[src/rtl/spi_pm_pkg.sv]
package spi_pm_pkg;
    typedef enum logic [1:0] {
        ST_IDLE  = 2'd0,
        ST_LEAD  = 2'd1,
        ST_TRAIL = 2'd2
    } spi_st_e;
endpackage

[src/rtl/spi_pm_tick.sv]
module spi_pm_tick #(
    parameter int PSR_W = 8
) (
    input  logic             clk,
    input  logic             rst_n,
    input  logic             run,
    input  logic [PSR_W-1:0] psr,
    output logic             tick
);
    logic [PSR_W-1:0] cnt_q;

    assign tick = run && (cnt_q == psr);

    always_ff @(posedge clk or negedge rst_n) begin
        if (!rst_n)
            cnt_q <= '0;
        else if (!run || tick)
            cnt_q <= '0;
        else
            cnt_q <= cnt_q + 1'b1;
    end


    tick_restart_chk: assert property (@(posedge clk) disable iff (!rst_n)
        !run |=> cnt_q == '0);
endmodule

[src/rtl/spi_pm_wcount.sv]
module spi_pm_wcount #(
    parameter int CNT_W = 16
) (
    input  logic             clk,
    input  logic             rst_n,
    input  logic             clr,
    input  logic             inc,
    input  logic [CNT_W-1:0] limit,
    output logic             reached
);
    logic [CNT_W-1:0] cnt_q;

    assign reached = (cnt_q == limit);

    always_ff @(posedge clk or negedge rst_n) begin
        if (!rst_n)
            cnt_q <= '0;
        else if (clr)
            cnt_q <= '0;
        else if (inc)
            cnt_q <= cnt_q + 1'b1;
    end


    wc_clear_chk: assert property (@(posedge clk) disable iff (!rst_n)
        clr |=> cnt_q == '0);
endmodule

[src/rtl/spi_pkt_master.sv]
module spi_pkt_master
    import spi_pm_pkg::*;
#(
    parameter int DW    = 32,
    parameter int PSR_W = 8,
    parameter int CNT_W = 16
) (
    input  logic             clk,
    input  logic             rst_n,
    input  logic [PSR_W-1:0] psr,
    input  logic             sclk_en,
    input  logic             cpol,
    input  logic             cpha,
    input  logic             hs_en,
    input  logic             rx_on,
    input  logic             tx_on,
    input  logic             soft_rst,
    input  logic [1:0]       word_sz,
    input  logic             pkt_en,
    input  logic [CNT_W-1:0] pkt_cnt,
    input  logic             ss_inact,
    input  logic             tx_valid,
    input  logic [DW-1:0]    tx_data,
    output logic             tx_pop,
    output logic             rx_push,
    output logic [DW-1:0]    rx_data,
    output logic             fifo_clr,
    output logic             tx_done,
    output logic             sclk,
    output logic             mosi,
    input  logic             miso,
    output logic             ss_n
);
    localparam int IW = $clog2(DW);

    spi_st_e      st_q;
    logic [DW-1:0] tx_sh_q, rx_sh_q, rx_data_q;
    logic [IW-1:0] bit_q;
    logic          rx_push_q;
    logic [IW:0]   wbits;
    logic          abort, src_ok, start, run, tick, reached, hs_eff, last_bit;

    always_comb begin
        unique case (word_sz)
            2'd0:    wbits = (IW+1)'(DW / 4);
            2'd1:    wbits = (IW+1)'(DW / 2);
            default: wbits = (IW+1)'(DW);
        endcase
    end

    assign abort    = soft_rst || ss_inact;
    assign hs_eff   = hs_en && !cpha;
    assign last_bit = (bit_q == '0);
    assign src_ok   = tx_on ? tx_valid : (pkt_en && rx_on);
    assign start    = (st_q == ST_IDLE) && !abort && sclk_en && src_ok
                      && !(pkt_en && reached);
    assign run      = (st_q != ST_IDLE) && sclk_en && !abort;

    spi_pm_tick #(.PSR_W(PSR_W)) i_tick (
        .clk(clk), .rst_n(rst_n), .run(run), .psr(psr), .tick(tick)
    );

    spi_pm_wcount #(.CNT_W(CNT_W)) i_wcount (
        .clk(clk), .rst_n(rst_n), .clr(abort), .inc(start),
        .limit(pkt_cnt), .reached(reached)
    );

    // State register
    always_ff @(posedge clk or negedge rst_n) begin
        if (!rst_n)
            st_q <= ST_IDLE;
        else if (abort)
            st_q <= ST_IDLE;
        else begin
            unique case (st_q)
                ST_IDLE:  if (start) st_q <= ST_LEAD;
                ST_LEAD:  if (tick)  st_q <= ST_TRAIL;
                ST_TRAIL: if (tick)  st_q <= last_bit ? ST_IDLE : ST_LEAD;
                default:             st_q <= ST_IDLE;
            endcase
        end
    end

    // Datapath and registered outputs
    always_ff @(posedge clk or negedge rst_n) begin
        if (!rst_n) begin
            tx_sh_q   <= '0;
            rx_sh_q   <= '0;
            rx_data_q <= '0;
            bit_q     <= '0;
            rx_push_q <= 1'b0;
        end else begin
            rx_push_q <= 1'b0;
            if (!abort) begin
                unique case (st_q)
                    ST_IDLE: if (start) begin
                        tx_sh_q <= tx_on ? (tx_data << (DW - int'(wbits))) : '0;
                        rx_sh_q <= '0;
                        bit_q   <= IW'(wbits - 1'b1);
                    end
                    ST_LEAD: if (tick && !hs_eff)
                        rx_sh_q <= {rx_sh_q[DW-2:0], miso};
                    ST_TRAIL: if (tick) begin
                        tx_sh_q <= tx_sh_q << 1;
                        bit_q   <= bit_q - 1'b1;
                        if (hs_eff)
                            rx_sh_q <= {rx_sh_q[DW-2:0], miso};
                        if (last_bit) begin
                            rx_push_q <= rx_on;
                            rx_data_q <= hs_eff ? {rx_sh_q[DW-2:0], miso} : rx_sh_q;
                        end
                    end
                    default: ;
                endcase
            end
        end
    end

    assign tx_pop   = start && tx_on;
    assign rx_push  = rx_push_q;
    assign rx_data  = rx_data_q;
    assign fifo_clr = soft_rst;
    assign tx_done  = (st_q == ST_IDLE) && !tx_valid;
    assign ss_n     = ss_inact;
    assign mosi     = tx_sh_q[DW-1];
    assign sclk     = !sclk_en              ? cpol :
                      (st_q == ST_LEAD)     ? (cpol ^ cpha) :
                      (st_q == ST_TRAIL)    ? (cpol ^ ~cpha) : cpol;


    ss_abort_chk: assert property (@(posedge clk) disable iff (!rst_n)
        ss_inact |=> st_q == ST_IDLE);

    srst_nopush_chk: assert property (@(posedge clk) disable iff (!rst_n)
        soft_rst |=> !rx_push);

    clk_off_hold_chk: assert property (@(posedge clk) disable iff (!rst_n)
        (!sclk_en && !abort) |=> $stable(st_q));

    pkt_limit_chk: assert property (@(posedge clk) disable iff (!rst_n)
        (st_q == ST_IDLE && pkt_en && reached) |=> st_q == ST_IDLE);

    push_gate_chk: assert property (@(posedge clk) disable iff (!rst_n)
        rx_push |-> $past(rx_on));
endmodule

[config.mk]
export PLATFORM = sky130hd
export DESIGN_NAME = spi_pkt_master
export DESIGN_NICKNAME = d
export VERILOG_FILES = /design/src/rtl/spi_pm_pkg.sv /design/src/rtl/spi_pm_tick.sv /design/src/rtl/spi_pm_wcount.sv /design/src/rtl/spi_pkt_master.sv
export SDC_FILE = /design/constraint.sdc
export NUM_CORES = 1
export LEC_CHECK = 0
export ABC_AREA = 0
export BUFFER_PORTS_ARGS = -buffer_cell sky130_fd_sc_hd__buf_2
export CORE_MARGIN = 4
export CORE_UTILIZATION = 57
export CTS_CLUSTER_SIZE = 8
export DETAILED_ROUTE_END_ITERATION = 8
export GPL_TIMING_DRIVEN = 0
export HOLD_SLACK_MARGIN = 0.12
export PLACE_DENSITY = 0.88
export SYNTH_ARGS = -nofsm -noshare
export SYNTH_HDL_FRONTEND = slang
export SYNTH_SLANG_ARGS = --single-unit
export TNS_END_PERCENT = 30
[constraint.sdc]
create_clock -name clk -period 3.3 [get_ports clk]
set_clock_uncertainty 0.2 [all_clocks]
set_input_delay 0.165 -clock clk [delete_from_list [all_inputs] [get_ports clk]]
set_output_delay 0.165 -clock clk [all_outputs]
set_load 0.02 [all_outputs]
# Yosys cells after proc, flatten, opt, wreduce, memory -nomap -nowiden
# Index checks and enable logic that the tools add are counted.
# totals
ff_bits,128
inputBits,71
output_inout_bits,39
word_cells,91
# classes
addsub,5
n_eq_ne,11
shift,1
n_mux,30
bitwise,4
reduce_logical,32
# op_table
operator,n
32-bit two-way mux,7
32-bit case mux with 3 select lines,1
32-bit case mux with 2 select lines,1
16-bit two-way mux,2
32-bit by 32-bit << shifter with 32-bit output,1
16-bit by 1-bit adder with 16-bit output (second input constant),1
16-bit equality test,1
1-bit logical AND,13
6-bit case mux with 2 select lines,1
5-bit two-way mux,2
5-bit case mux with 2 select lines,1
5-bit by 1-bit subtractor with 5-bit output (second input constant),2
1-bit two-way mux,9
8-bit by 1-bit adder with 8-bit output (second input constant),1
8-bit equality test,1
2-bit two-way mux,4
8-bit two-way mux,1
4-bit AND reduction,2
6-bit by 6-bit subtractor with 7-bit output (first input constant),1
1-bit zero test,6
3-bit by 2-bit != test with 1-bit output (second input constant),2
2-bit case mux with 3 select lines,1
2-bit nonzero test,3
5-bit zero test,1
12 further kinds,18

# Depth between registers and ports, before layout
# depth
depth_word,9
depth_mapped,11

# By module
# Synthesis repeated with hierarchy kept, for this count alone.
# hier_totals
cells_unflattened,669
area_unflattened_um2,7105.6
# by_module_without_submodules
module,instances,cells_per_inst,area_each_um2
spi_pkt_master,1,519,5580.4
spi_pm_wcount,1,104,1024.7
spi_pm_tick,1,46,500.5

# Worst setup path after synthesis
# No wires, ideal clock.
# synth_timing
path_type,register to register
from,register st_q[0]
to,register bit_q[4]
setup_ns,0.090
arrival_ns,2.532
path_slack_ns,0.478
stages_incl_launch_ff,12
n_path_buf,3
synth_period_minus_slack_ns,2.822
cell_sequence,dfrtp_1 inv_1 ha_1 clkbuf_1 clkbuf_1 clkbuf_1 nand2_1 ha_1 o311ai_0 xor2_1 a2111o_1 o2111ai_1
# synth_between
elab_chain_len,7
# synth_rtl
element,line,rtl
"start, declared",spi_pkt_master.sv:36,spi_st_e st_q;
"start signal, assigned",spi_pkt_master.sv:78,ST_TRAIL: if (tick) st_q <= last_bit ? ST_IDLE : ST_LEAD;
2-bit zero test,"spi_pkt_master.sv:55, spi_pkt_master.sv:95",
1-bit logical AND (3 in a row),spi_pkt_master.sv:55,assign start = (st_q == ST_IDLE) && !abort && sclk_en && src_ok
1-bit logical AND,spi_pkt_master.sv:56,&& !(pkt_en && reached);
2-bit != test (no line),-,
4-bit AND reduction (no line),-,
"end signal, assigned",spi_pkt_master.sv:99,bit_q <= IW'(wbits - 1'b1);
"end signal, assigned",spi_pkt_master.sv:105,bit_q <= bit_q - 1'b1;
"end, declared",spi_pkt_master.sv:38,logic [IW-1:0] bit_q;
# Several ways; a longest one is shown, not always the timed one.
# A chain may end at the register's enable or synchronous reset.

# Worst setup path after layout
# layout_timing
from,register st_q[0]
to,"register rx_data_q[5], in the netlist rx_data[5]"
# layout_between
elab_chain_len,5
# layout_rtl
element,line,rtl
2-bit nonzero test,spi_pkt_master.sv:57,assign run = (st_q != ST_IDLE) && sclk_en && !abort;
1-bit logical AND (2 in a row),spi_pkt_master.sv:57,
1-bit logical AND,spi_pm_tick.sv:12,assign tick = run && (cnt_q == psr);
4-bit AND reduction (no line) (*),-,
"end signal, assigned",spi_pkt_master.sv:110,"rx_data_q <= hs_eff ? {rx_sh_q[DW-2:0], miso} : rx_sh_q;"
"end, declared",spi_pkt_master.sv:37,"logic [DW-1:0] tx_sh_q, rx_sh_q, rx_data_q;"
# Mark *: on every way between the ends. The rest lies on a longest branch, timed or not.

==> results.json <==
{
  "status": "complete, no violations",
  "worst_hold_slack_ns": 0.189,
  "switchingPower_uw": 920,
  "clkSinkCount": 128,
  "reg2reg_depth": 8,
  "antenna_found_initial": 0,
  "seq_area_frac_synth": 0.459,
  "switching_share": 0.232,
  "place_congestion": 0.857,
  "grt_max_degree": 74,
  "synth_top_area_share": 0.459,
  "fin_nets": 897,
  "grt_first_pass_wirelength_um": 32800,
  "synthTopCellsByArea": "dfrtp_1, mux2_2, mux2i_1",
  "crit_end": "rx_data[5]",
  "htreeDepth": 4,
  "synth_xor_xnor_area_share": 0.0464,
  "num_vias": 6249,
  "clkPwrFrac": 0.476,
  "initial_utilization": 0.581,
  "min_from": "psr[6]",
  "vias_per_cell": 6.40,
  "drcViolationCount": 0,
  "antenna_cells": 0,
  "dp_cells": 902,
  "fin_ws_ns": 0.0931,
  "die_w_um": 119,
  "first_pass_iters": 6,
  "synthSimpleGateAreaFrac": 0.0934,
  "synth_area_mm2": 0.00698,
  "synth_mux_area_frac": 0.147,
  "die_h_um": 119,
  "r2r_start": "st_q[0]",
  "hold_violations": 0,
  "stdcell_count": 976,
  "worst_ep_required_time_ns": 3.40,
  "root_buffer": "clkbuf_16",
  "cts_buffers": 17,
  "clock_path_buffers": 2,
  "ir_drop_uv": 530,
  "reg2reg_to": "rx_data[5]",
  "synth_flop_cell": "dfrtp_1",
  "synth_cells": 645,
  "wirelength_um": 20100,
  "setup_violations": 0,
  "drive_gt1_frac": 0.283,
  "num_rows": 40,
  "ys_top_cells_by_count": "dfrtp_1, mux2_2, o21ai_0",
  "worst_ep_arrival_time_ns": 3.31,
  "power.density_mw_per_mm2": 451,
  "seqPwrFrac": 0.429,
  "end_kind": "flop",
  "rsz0062_at_grt": "true",
  "worstSetupPathType": "reg2reg",
  "max-cap-violations": 0,
  "multi_input_area_mm2": 0.00346,
  "post-place-ws_ns": -0.241,
  "synth_compound_area_frac": 0.194,
  "post-synth-top-count-cell": "dfrtp_1",
  "synth_top_family_by_area": "compound AO/OA/AOI/OAI gates",
  "syn2layout_area_growth_pct": 26.1,
  "intPower_mw": 3.05,
  "ys_ff_latch": 128,
  "core_area_mm2": 0.0120,
  "clk_pin_slew_ns": 0.06,
  "cts_tree": "yes",
  "syn_area_per_cell_um2": 10.8,
  "dieArea_mm2": 0.0141,
  "post-route-period-util": 0.972,
  "leakagePower_nw": 4.07,
  "synth_edf_count": 0,
  "grt_overflow": 0,
  "ys_warn_count": 0,
  "place_hpwl_um": 13000,
  "regArea_mm2": 0.00320,
  "track_usage": 0.289,
  "drt-initial-drc-count": 737,
  "reg2reg_slack_ns": 0.09,
  "synth_cell_types": 59,
  "fmax_ghz": 0.312,
  "cp-startpoint": "st_q[0]",
  "start_kind": "flop",
  "synth-adder-area-share": 0.0161,
  "drv_slew": 0,
  "hp-class": "in2reg",
  "maxSlewHeadroom": 0.507,
  "port_buffers": 109,
  "postSynthNetCount": 725,
  "worstPathMaxFanout": 10,
  "pwr-share-comb": 0.094,
  "ys_async_sr_fraction": 1.00,
  "clock_latency_ns": 0.43,
  "fillers": 770,
  "io_pins": 110,
  "worst_pin_slew_ns": 0.730,
  "grt_pass1_vias": 6508,
  "fin_crit_ns": 3.21,
  "finalPower_mw": 3.97,
  "wire_per_inst_um": 20.6,
  "ant_nets": 0,
  "synth_top_cell_by_area": "dfrtp_1"
}
through the flow:
step | utilization | setup TNS (ns) | cell area [um2]
floorplan | - | 0 | 6980
global placement | 0.642 | -0.0885 | 7710
detailed placement | 0.644 | -0.241 | 7740
CTS | 0.732 | 0 | 8790
global route | 0.732 | -0.172 | 8790
finish | 0.732 | 0 | 8790
routing by layer:
layer	up-vias	track usage	part of all wire
met3	58	0.0603	0.080
met1	3049	0.356	0.39
met4	0	0.130	0.026
met5	-	0	0
met2	375	0.490	0.50
li1	2767	-	-
power by group through the flow:
| stage | clock network, mW | registers, mW | logic [mW] |
|---|---|---|---|
| 2_1_floorplan | 0 | 1.71 | 0.179 |
| 3_3_place_gp | 0 | 1.72 | 0.296 |
| 3_5_place_dp | 0 | 1.73 | 0.317 |
| 4_1_cts | 1.89 | 1.70 | 0.364 |
| 5_1_grt | 1.96 | 1.71 | 0.407 |
| 6_report | 1.89 | 1.70 | 0.374 |
kinds of logic after synthesis:
| logic type | Yosys count |
|---|---|
| AO/OA/AOI/OAI | 182 |
| flip-flops | 128 |
| AND/OR/NAND/NOR | 123 |
| multiplexers | 94 |
| buffers and inverters | 72 |
| XOR/XNOR | 37 |
| adder cells (fa/ha/maj) | 9 |
what timing repair did:
| action | CTS | global route |
|---|---|---|
| hold endpoints to repair | 170 | 0 |
| setup endpoints to repair | 3 | 17 |
| buffers inserted | 0 | 0 |
| pin swaps | 0 | 0 |
| gates resized for setup | 2 | 7 |
| hold buffers | 44 | 0 |
cell type report:
type / count / share of cell area
multi-input combinational: 445 / 0.394
sequential: 128 / 0.364
timing repair buffer: 154 / 0.118
clock buffer: 26 / 0.0590
buffer: 51 / 0.0269
tap: 147 / 0.0209
clock inverter: 5 / 0.00854
inverter: 20 / 0.00854
registers in the layout, summed over array words and instances, names as in the netlist:
register        count
rx_sh_q            32
tx_sh_q            32
st_q                2
rx_push             1
bit_q               5
i_tick.cnt_q        8
rx_data            32
i_wcount.cnt_q     16
worst min path at each step:
stage          cells after the start  slack [ns]                 to
6_report                           5        0.19    i_tick.cnt_q[1]
2_1_floorplan                      0       -0.33           bit_q[0]
5_1_grt                            5        0.23    i_tick.cnt_q[1]
3_5_place_dp                       1       -0.05  i_wcount.cnt_q[1]
4_1_cts                            5        0.17    i_tick.cnt_q[1]
3_3_place_gp                       2        0.21            rx_push
layout by cell type (no fill, tap or decap), drive strengths merged, types with 3 or more instances in the layout:
cell,n
a22oi,31
nor2b,3
mux2i,29
and3,7
dfrtp,128
o41ai,25
a21oi,20
nand4,4
ha,9
o2bb2ai,7
clkbuf,58
or2,3
mux2,65
nor2,35
dlygate4sd3,43
nor3,3
nor4,5
inv,20
buf,130
a22o,26
or4,4
o21ai,37
xnor2,22
a222oi,8
nand2,33
xor2,15
a31oi,3
o31ai,4
a211oi,4
nand3,14
and2,5
clkinv,3
worst max-delay path, cell delays in order (launching register included):
cell and delay (ns):
dfrtp_1 0.45, inv_1 0.11, ha_1 0.22, clkbuf_2 0.22, nor3b_4 0.34, nand3_1 0.15, nor3_1 0.63, buf_2 0.39
mux2_2 0.38
Note: power is estimated with default switching activity, not from simulation.
